[src/rtl/adc_timer_pkg.sv]
package adc_timer_pkg;

   typedef enum logic [1:0] {
      PH_IDLE   = 2'd0,
      PH_SAMPLE = 2'd1,
      PH_CONV   = 2'd2
   } phase_e;

   localparam int unsigned TICK_CNT_W = 8;

   // sample length in ADC ticks, selected by the command code
   function automatic logic [TICK_CNT_W-1:0] smp_ticks(input logic [1:0] code);
      case (code)
         2'b00:   return 8'd2;
         2'b01:   return 8'd8;
         2'b10:   return 8'd64;
         default: return 8'd128;
      endcase
   endfunction

   // convert length in ADC ticks, selected by input mode
   function automatic logic [TICK_CNT_W-1:0] conv_ticks(input logic diff);
      return diff ? 8'd13 : 8'd14;
   endfunction

endpackage

[src/rtl/adc_tick_gen.sv]
module adc_tick_gen #(
   parameter int unsigned PRESC_W = 5
) (
   input  logic               clk,
   input  logic               rst,
   input  logic               load_en,
   input  logic               restart,
   input  logic [PRESC_W-1:0] presc_in,
   output logic               tick
);
   localparam int unsigned DIV_W = PRESC_W + 2;
   localparam logic [DIV_W-1:0] ONE = DIV_W'(1);

   logic [PRESC_W-1:0] presc_q;
   logic [PRESC_W:0]   presc_p1;
   logic [DIV_W-1:0]   div_val;
   logic [DIV_W-1:0]   cnt_q;

   always_ff @(posedge clk) begin
      if (rst)          presc_q <= '0;
      else if (load_en) presc_q <= presc_in;
   end

   assign presc_p1 = {1'b0, presc_q} + (PRESC_W+1)'(1);
   assign div_val  = {presc_p1, 1'b0};
   assign tick     = (cnt_q >= (div_val - ONE));

   always_ff @(posedge clk) begin
      if (rst || restart) cnt_q <= '0;
      else if (tick)      cnt_q <= '0;
      else                cnt_q <= cnt_q + ONE;
   end

endmodule

[src/rtl/adc_phase_seq.sv]
module adc_phase_seq
   import adc_timer_pkg::*;
(
   input  logic       clk,
   input  logic       rst,
   input  logic       fire,
   input  logic [1:0] smp_code,
   input  logic       diff,
   input  logic       tick,
   output phase_e     phase,
   output logic       done
);
   localparam logic [TICK_CNT_W-1:0] ONE = TICK_CNT_W'(1);

   phase_e                phase_q;
   logic [TICK_CNT_W-1:0] cnt_q;
   logic [TICK_CNT_W-1:0] smp_tgt_q;
   logic [TICK_CNT_W-1:0] conv_tgt_q;
   logic                  smp_last;
   logic                  conv_last;

   assign smp_last  = (cnt_q == smp_tgt_q - ONE);
   assign conv_last = (cnt_q == conv_tgt_q - ONE);

   always_ff @(posedge clk) begin
      if (rst) begin
         phase_q    <= PH_IDLE;
         cnt_q      <= '0;
         smp_tgt_q  <= '0;
         conv_tgt_q <= '0;
      end else begin
         case (phase_q)
            PH_IDLE: if (fire) begin
               phase_q    <= PH_SAMPLE;
               cnt_q      <= '0;
               smp_tgt_q  <= smp_ticks(smp_code);
               conv_tgt_q <= conv_ticks(diff);
            end
            PH_SAMPLE: if (tick) begin
               if (smp_last) begin
                  phase_q <= PH_CONV;
                  cnt_q   <= '0;
               end else begin
                  cnt_q <= cnt_q + ONE;
               end
            end
            PH_CONV: if (tick) begin
               if (conv_last) begin
                  phase_q <= PH_IDLE;
                  cnt_q   <= '0;
               end else begin
                  cnt_q <= cnt_q + ONE;
               end
            end
            default: phase_q <= PH_IDLE;
         endcase
      end
   end

   assign phase = phase_q;
   assign done  = (phase_q == PH_CONV) && tick && conv_last;

endmodule

[src/rtl/adc_conv_timer.sv]
module adc_conv_timer
   import adc_timer_pkg::*;
#(
   parameter int unsigned PRESC_W = 5,
   parameter int unsigned MIN_DIV = 10
) (
   input  logic               clk,
   input  logic               rst,
   input  logic               cmd_valid,
   output logic               cmd_ready,
   input  logic [1:0]         cmd_smp_code,
   input  logic               cmd_diff,
   input  logic [PRESC_W-1:0] presc_in,
   output logic               config_error,
   output logic               adc_clk_en,
   output logic               sample_win,
   output logic               conv_win,
   output logic               conv_done
);
   localparam int unsigned DIV_W   = PRESC_W + 2;
   localparam int unsigned MAX_DIV = 2 * (1 << PRESC_W);

   if (PRESC_W < 1 || PRESC_W > 6) begin : g_bad_w
      $error("PRESC_W out of supported range");
   end
   if (MIN_DIV < 2 || MIN_DIV > MAX_DIV) begin : g_bad_min
      $error("MIN_DIV outside reachable divide factors");
   end

   phase_e phase;
   logic   tick;
   logic   idle;
   logic   fire;
   logic   cfg_err;

   // legality check of the requested divide factor
   if (MIN_DIV <= 2) begin : g_no_limit
      assign cfg_err = 1'b0;
   end else begin : g_limit
      logic [PRESC_W:0] req_p1;
      logic [DIV_W-1:0] req_div;
      assign req_p1  = {1'b0, presc_in} + (PRESC_W+1)'(1);
      assign req_div = {req_p1, 1'b0};
      assign cfg_err = (req_div < DIV_W'(MIN_DIV));
   end

   assign idle      = (phase == PH_IDLE);
   assign cmd_ready = idle && !cfg_err;
   assign fire      = cmd_valid && cmd_ready;

   adc_tick_gen #(.PRESC_W(PRESC_W)) tick_i (
      .clk      (clk),
      .rst      (rst),
      .load_en  (idle),
      .restart  (fire),
      .presc_in (presc_in),
      .tick     (tick)
   );

   adc_phase_seq seq_i (
      .clk      (clk),
      .rst      (rst),
      .fire     (fire),
      .smp_code (cmd_smp_code),
      .diff     (cmd_diff),
      .tick     (tick),
      .phase    (phase),
      .done     (conv_done)
   );

   assign config_error = cfg_err;
   assign adc_clk_en   = tick;
   assign sample_win   = (phase == PH_SAMPLE);
   assign conv_win     = (phase == PH_CONV);

endmodule

[config.mk]
export PLATFORM = sky130hd
export DESIGN_NAME = adc_conv_timer
export DESIGN_NICKNAME = d
export VERILOG_FILES = /design/src/rtl/adc_timer_pkg.sv /design/src/rtl/adc_tick_gen.sv /design/src/rtl/adc_phase_seq.sv /design/src/rtl/adc_conv_timer.sv
export SDC_FILE = /design/constraint.sdc
export NUM_CORES = 1
export LEC_CHECK = 0
export CORE_ASPECT_RATIO = 1.1
export CORE_MARGIN = 5
export CORE_UTILIZATION = 35
export DETAILED_ROUTE_END_ITERATION = 12
export MAX_ROUTING_LAYER = met4
export PLACE_DENSITY = 0.54
export SETUP_SLACK_MARGIN = 0.4
export SLEW_MARGIN = 10
export SYNTH_ARGS = -nofsm -noshare
export SYNTH_HDL_FRONTEND = slang
export SYNTH_SLANG_ARGS = --single-unit
[constraint.sdc]
create_clock -name clk -period 3.1 [get_ports clk]
set_input_delay 0.31 -clock clk [delete_from_list [all_inputs] [get_ports clk]]
set_output_delay 0.31 -clock clk [all_outputs]
set_load 0.02 [all_outputs]
==> results.txt <==
* Wire length on met1: 1.87 mm
- Netlist cell types: 44
- Die boundary width: 80.4 µm
* Post-Place Cell Area: 0.00221 mm²
* Synthesis Warnings: 0
* Synth top area share: 30.4%
- Placer's final routability congestion estimate: 0.791
* Placement row count: 28
* Endpoint type of the worst setup path: register
- In this run, CTS created clock tree buffers numbering 5.
* Routed len/inst: 12.7 µm
* Maximum level of the CTS H-tree: 2
- The worst setup path is launched from a register.
* Cell count of the worst reg-to-reg path: 12
- Between clock sinks in the finished design, the worst skew comes to 0.00172 ns.
* FFs w/ async S/R, synth: 0%
- Pleak: 0.000927 µW
- After synthesis, flip-flops and latches occupy 30.4% of the total area.
- In this run, synthesis inferred 0 flip-flops with an integrated enable.
* Worst Hold Path Cells: 1
- Of all cell types, the one taking the most synthesized area is sky130_fd_sc_hd__dfxtp_1.
* Relative slew margins: 77.6%
- Power Dens Cells: 640 mW/mm²
- Cell area after synthesis: 0.00191 mm²
- TritonCTS built the clock tree.
- During I/O placement, the number of pins put on the boundary was 17.
* Worst-path fanout max: 6
* DRC Markers: 0
* Hold buffers post-CTS: 0
- Worst slew pin tran: 0.335 ns
- The clock passes through at most 2 buffers.
- The total area inside the core boundary comes to 0.00533 mm².
* Worst hold path type: reg -> reg
* Total global-route track usage: 13.5%
- The number of nets in the synthesized netlist is 256.
- Drt initial violations: 54
- Sum of routed wire length over all layers: 4.22 mm
* Largest net degree at the start of global routing: 15
- Number of pins exceeding their max-slew limit in the final report: 0
* # setup viols final: 0
- Number of violations of the max-capacitance limit: 0
* Antenna fix cells: 0
* Clock sink total: 29
- Of the cells placed in the final design, the portion with a size suffix greater than 1 is 20.6%.
- Max Clock Freq: 357 MHz
- Overall die area: 0.00703 mm²
- For the worst-skew pair, the clock arrives at the later sink with an insertion delay of 0.28 ns.
- Final number of hold-violating endpoints: 0
- The count of nets left with antenna violations once routing finished came out at 0.
- STA puts the critical path data arrival time at 3.00 ns.
- Initial Utilization: 35.8%
- The library cells used most frequently in the layout, excluding fill and tap cells, are sky130_fd_sc_hd__nor2_1, sky130_fd_sc_hd__dfxtp_1, sky130_fd_sc_hd__nand2_1, sky130_fd_sc_hd__ha_1.
- Setup TNS: 0 ns
- Number of vias per cell: 4.98
- Layout net count: 286
- #FFs+latches synth: 29
- The first global-routing pass estimated 7.09 mm of wire.
- The die is 87.4 µm tall.
* Reg clk slew, reported paths: 0.06 ns
- Critical Setup Path Class: reg -> reg
- After detailed routing, the met2 layer carries 2.13 mm of wire.
* Number of iterations in the first detailed-routing pass: 4
- Setup repair after global routing could not meet its margin everywhere.
* Initial antenna violation count: 0
* DR vias: 1652
- Subtracting the final worst setup slack from the clock period gives 2.80 ns.
* Finished layout cell area: 0.00245 mm²
- STA puts the critical path data required time at 3.29 ns.
* Final hold slack: 0.474 ns
- Half-perimeter wire length after placement: 3.12 mm
- Overall power: 1570 µW
- Yosys attributes the largest share of cell area to sky130_fd_sc_hd__dfxtp_1, sky130_fd_sc_hd__ha_1, sky130_fd_sc_hd__xnor2_1.
- In the synthesized netlist, the number of instances is 227.
- Summed over all layers, the global routing overflow is 0.
- The detailed router used layers up to and including met4.
* Largest voltage drop on the vdd net: 0.000253 V
- Relative to the synthesized area, the layout overhead comes to 28.6%.
- Met3 WL: 137 µm
- Input/output buffers: 16
* Outcome: complete, no violations
- Synth Flop Type: sky130_fd_sc_hd__dfxtp_1
* Root cell of the clock tree: sky130_fd_sc_hd__clkbuf_8
- Number of global-route vias before repair: 1586
* Post-route clock period utilization: 90.4%
* Average size of a mapped cell: 8.40 µm²
-- area by class of cell --
cell class / count / area [µm²]
flip-flops and latches: 29 / 589
multi-input cells: 176 / 1360
well taps: 75 / 93.8
clock buffers: 7 / 86.3
inverters: 14 / 52.6
repair buffers: 31 / 270
fillers: 529 / 2870
-- repair_timing --
item                                    4_1_cts  5_1_grt
endpoints found under the setup margin       12       17
buffers inserted                              4        0
pin swaps                                     5        5
gates resized for setup                      29       10
-- routing by layer --
layer | GRT usage [%] | vias to the layer above
met2 | 23.4 | 17
met5 | - | -
li1 | - | 851
met4 | 4.61 | 0
met3 | 4.45 | 7
met1 | 14.4 | 777
-- power by group --
group	internal (µW)	leakage [µW]	switching [µW]
combinational	369	0.000645	398
sequential	423	0.000238	63.3
clock	176	0.0000443	140
-- cells by family (layout without fill, tap and decap cells) --
family | Yosys count | count (layout) | synth area share (%)
DFF | 29 | 29 | 30.4
muxes | 7 | 7 | 3.67
AOI/OAI and AO/OA | 39 | 39 | 14.9
adders and majority gates | 18 | 18 | 11.8
xor gates and xnor gates | 20 | 20 | 9.19
buffers and inverters | 22 | 52 | 5.64
and+or+nand+nor | 92 | 92 | 24.3
-- through the flow --
| step | worst slack [ns] | utilization [%] | cells |
|---|---|---|---|
| 2_1_floorplan | 0.377 | - | 227 |
| 3_3_place_gp | 0.0758 | 41.6 | 321 |
| 3_5_place_dp | -0.00109 | 41.6 | 321 |
| 4_1_cts | 0.340 | 45.3 | 332 |
| 5_1_grt | 0.138 | 46.1 | 332 |
| 6_report | 0.298 | 46.1 | 332 |
-- final timing paths --
check | start | endpoint | slack, ns
min | tick_i.cnt_q[0]$_SDFF_PP0_ | tick_i.cnt_q[0]$_SDFF_PP0_ | 0.47
max | tick_i.presc_q[0]$_SDFFE_PP0P_ | seq_i.cnt_q[6]$_SDFFE_PP0P_ | 0.30
min reg2reg | tick_i.cnt_q[0]$_SDFF_PP0_ | tick_i.cnt_q[0]$_SDFF_PP0_ | 0.47
max reg2reg | tick_i.presc_q[0]$_SDFFE_PP0P_ | seq_i.cnt_q[6]$_SDFFE_PP0P_ | 0.30
-- state kept, by name, summed over array words and instances, names as in the netlist --
name / cells
seq_i.smp_tgt_q: 4
seq_i.cnt_q: 8
tick_i.presc_q: 5
seq_i.conv_tgt_q: 3
tick_i.cnt_q: 7
seq_i.phase: 2
-- cell usage after synthesis (all sizes together) (2+ instances only) --
cell type	count
a21oi	16
a31oi	3
and3	3
buf	5
clkbuf	3
dfxtp	29
ha	18
inv	14
mux2i	7
nand2	22
nand2b	3
nand3	10
nor2	26
nor3	9
nor3b	3
nor4b	2
o2bb2a	5
o31ai	5
or2	4
or4	2
xnor2	14
xor2	6
-- worst max-delay path, cell delays in order (launching register included) --
cell and delay [ns]:
sky130_fd_sc_hd__dfxtp_4 0.37, sky130_fd_sc_hd__ha_4 0.26, sky130_fd_sc_hd__nor3_4 0.14, sky130_fd_sc_hd__nor4b_4 0.21
sky130_fd_sc_hd__nor3_1 0.08, sky130_fd_sc_hd__ha_1 0.35, sky130_fd_sc_hd__a21oi_2 0.15, sky130_fd_sc_hd__nand2_2 0.08
sky130_fd_sc_hd__buf_6 0.12, sky130_fd_sc_hd__o41ai_4 0.38, sky130_fd_sc_hd__and2b_2 0.29, sky130_fd_sc_hd__o2bb2a_2 0.23
sky130_fd_sc_hd__o31ai_1 0.06
Note: power is estimated with default switching activity, not from simulation.
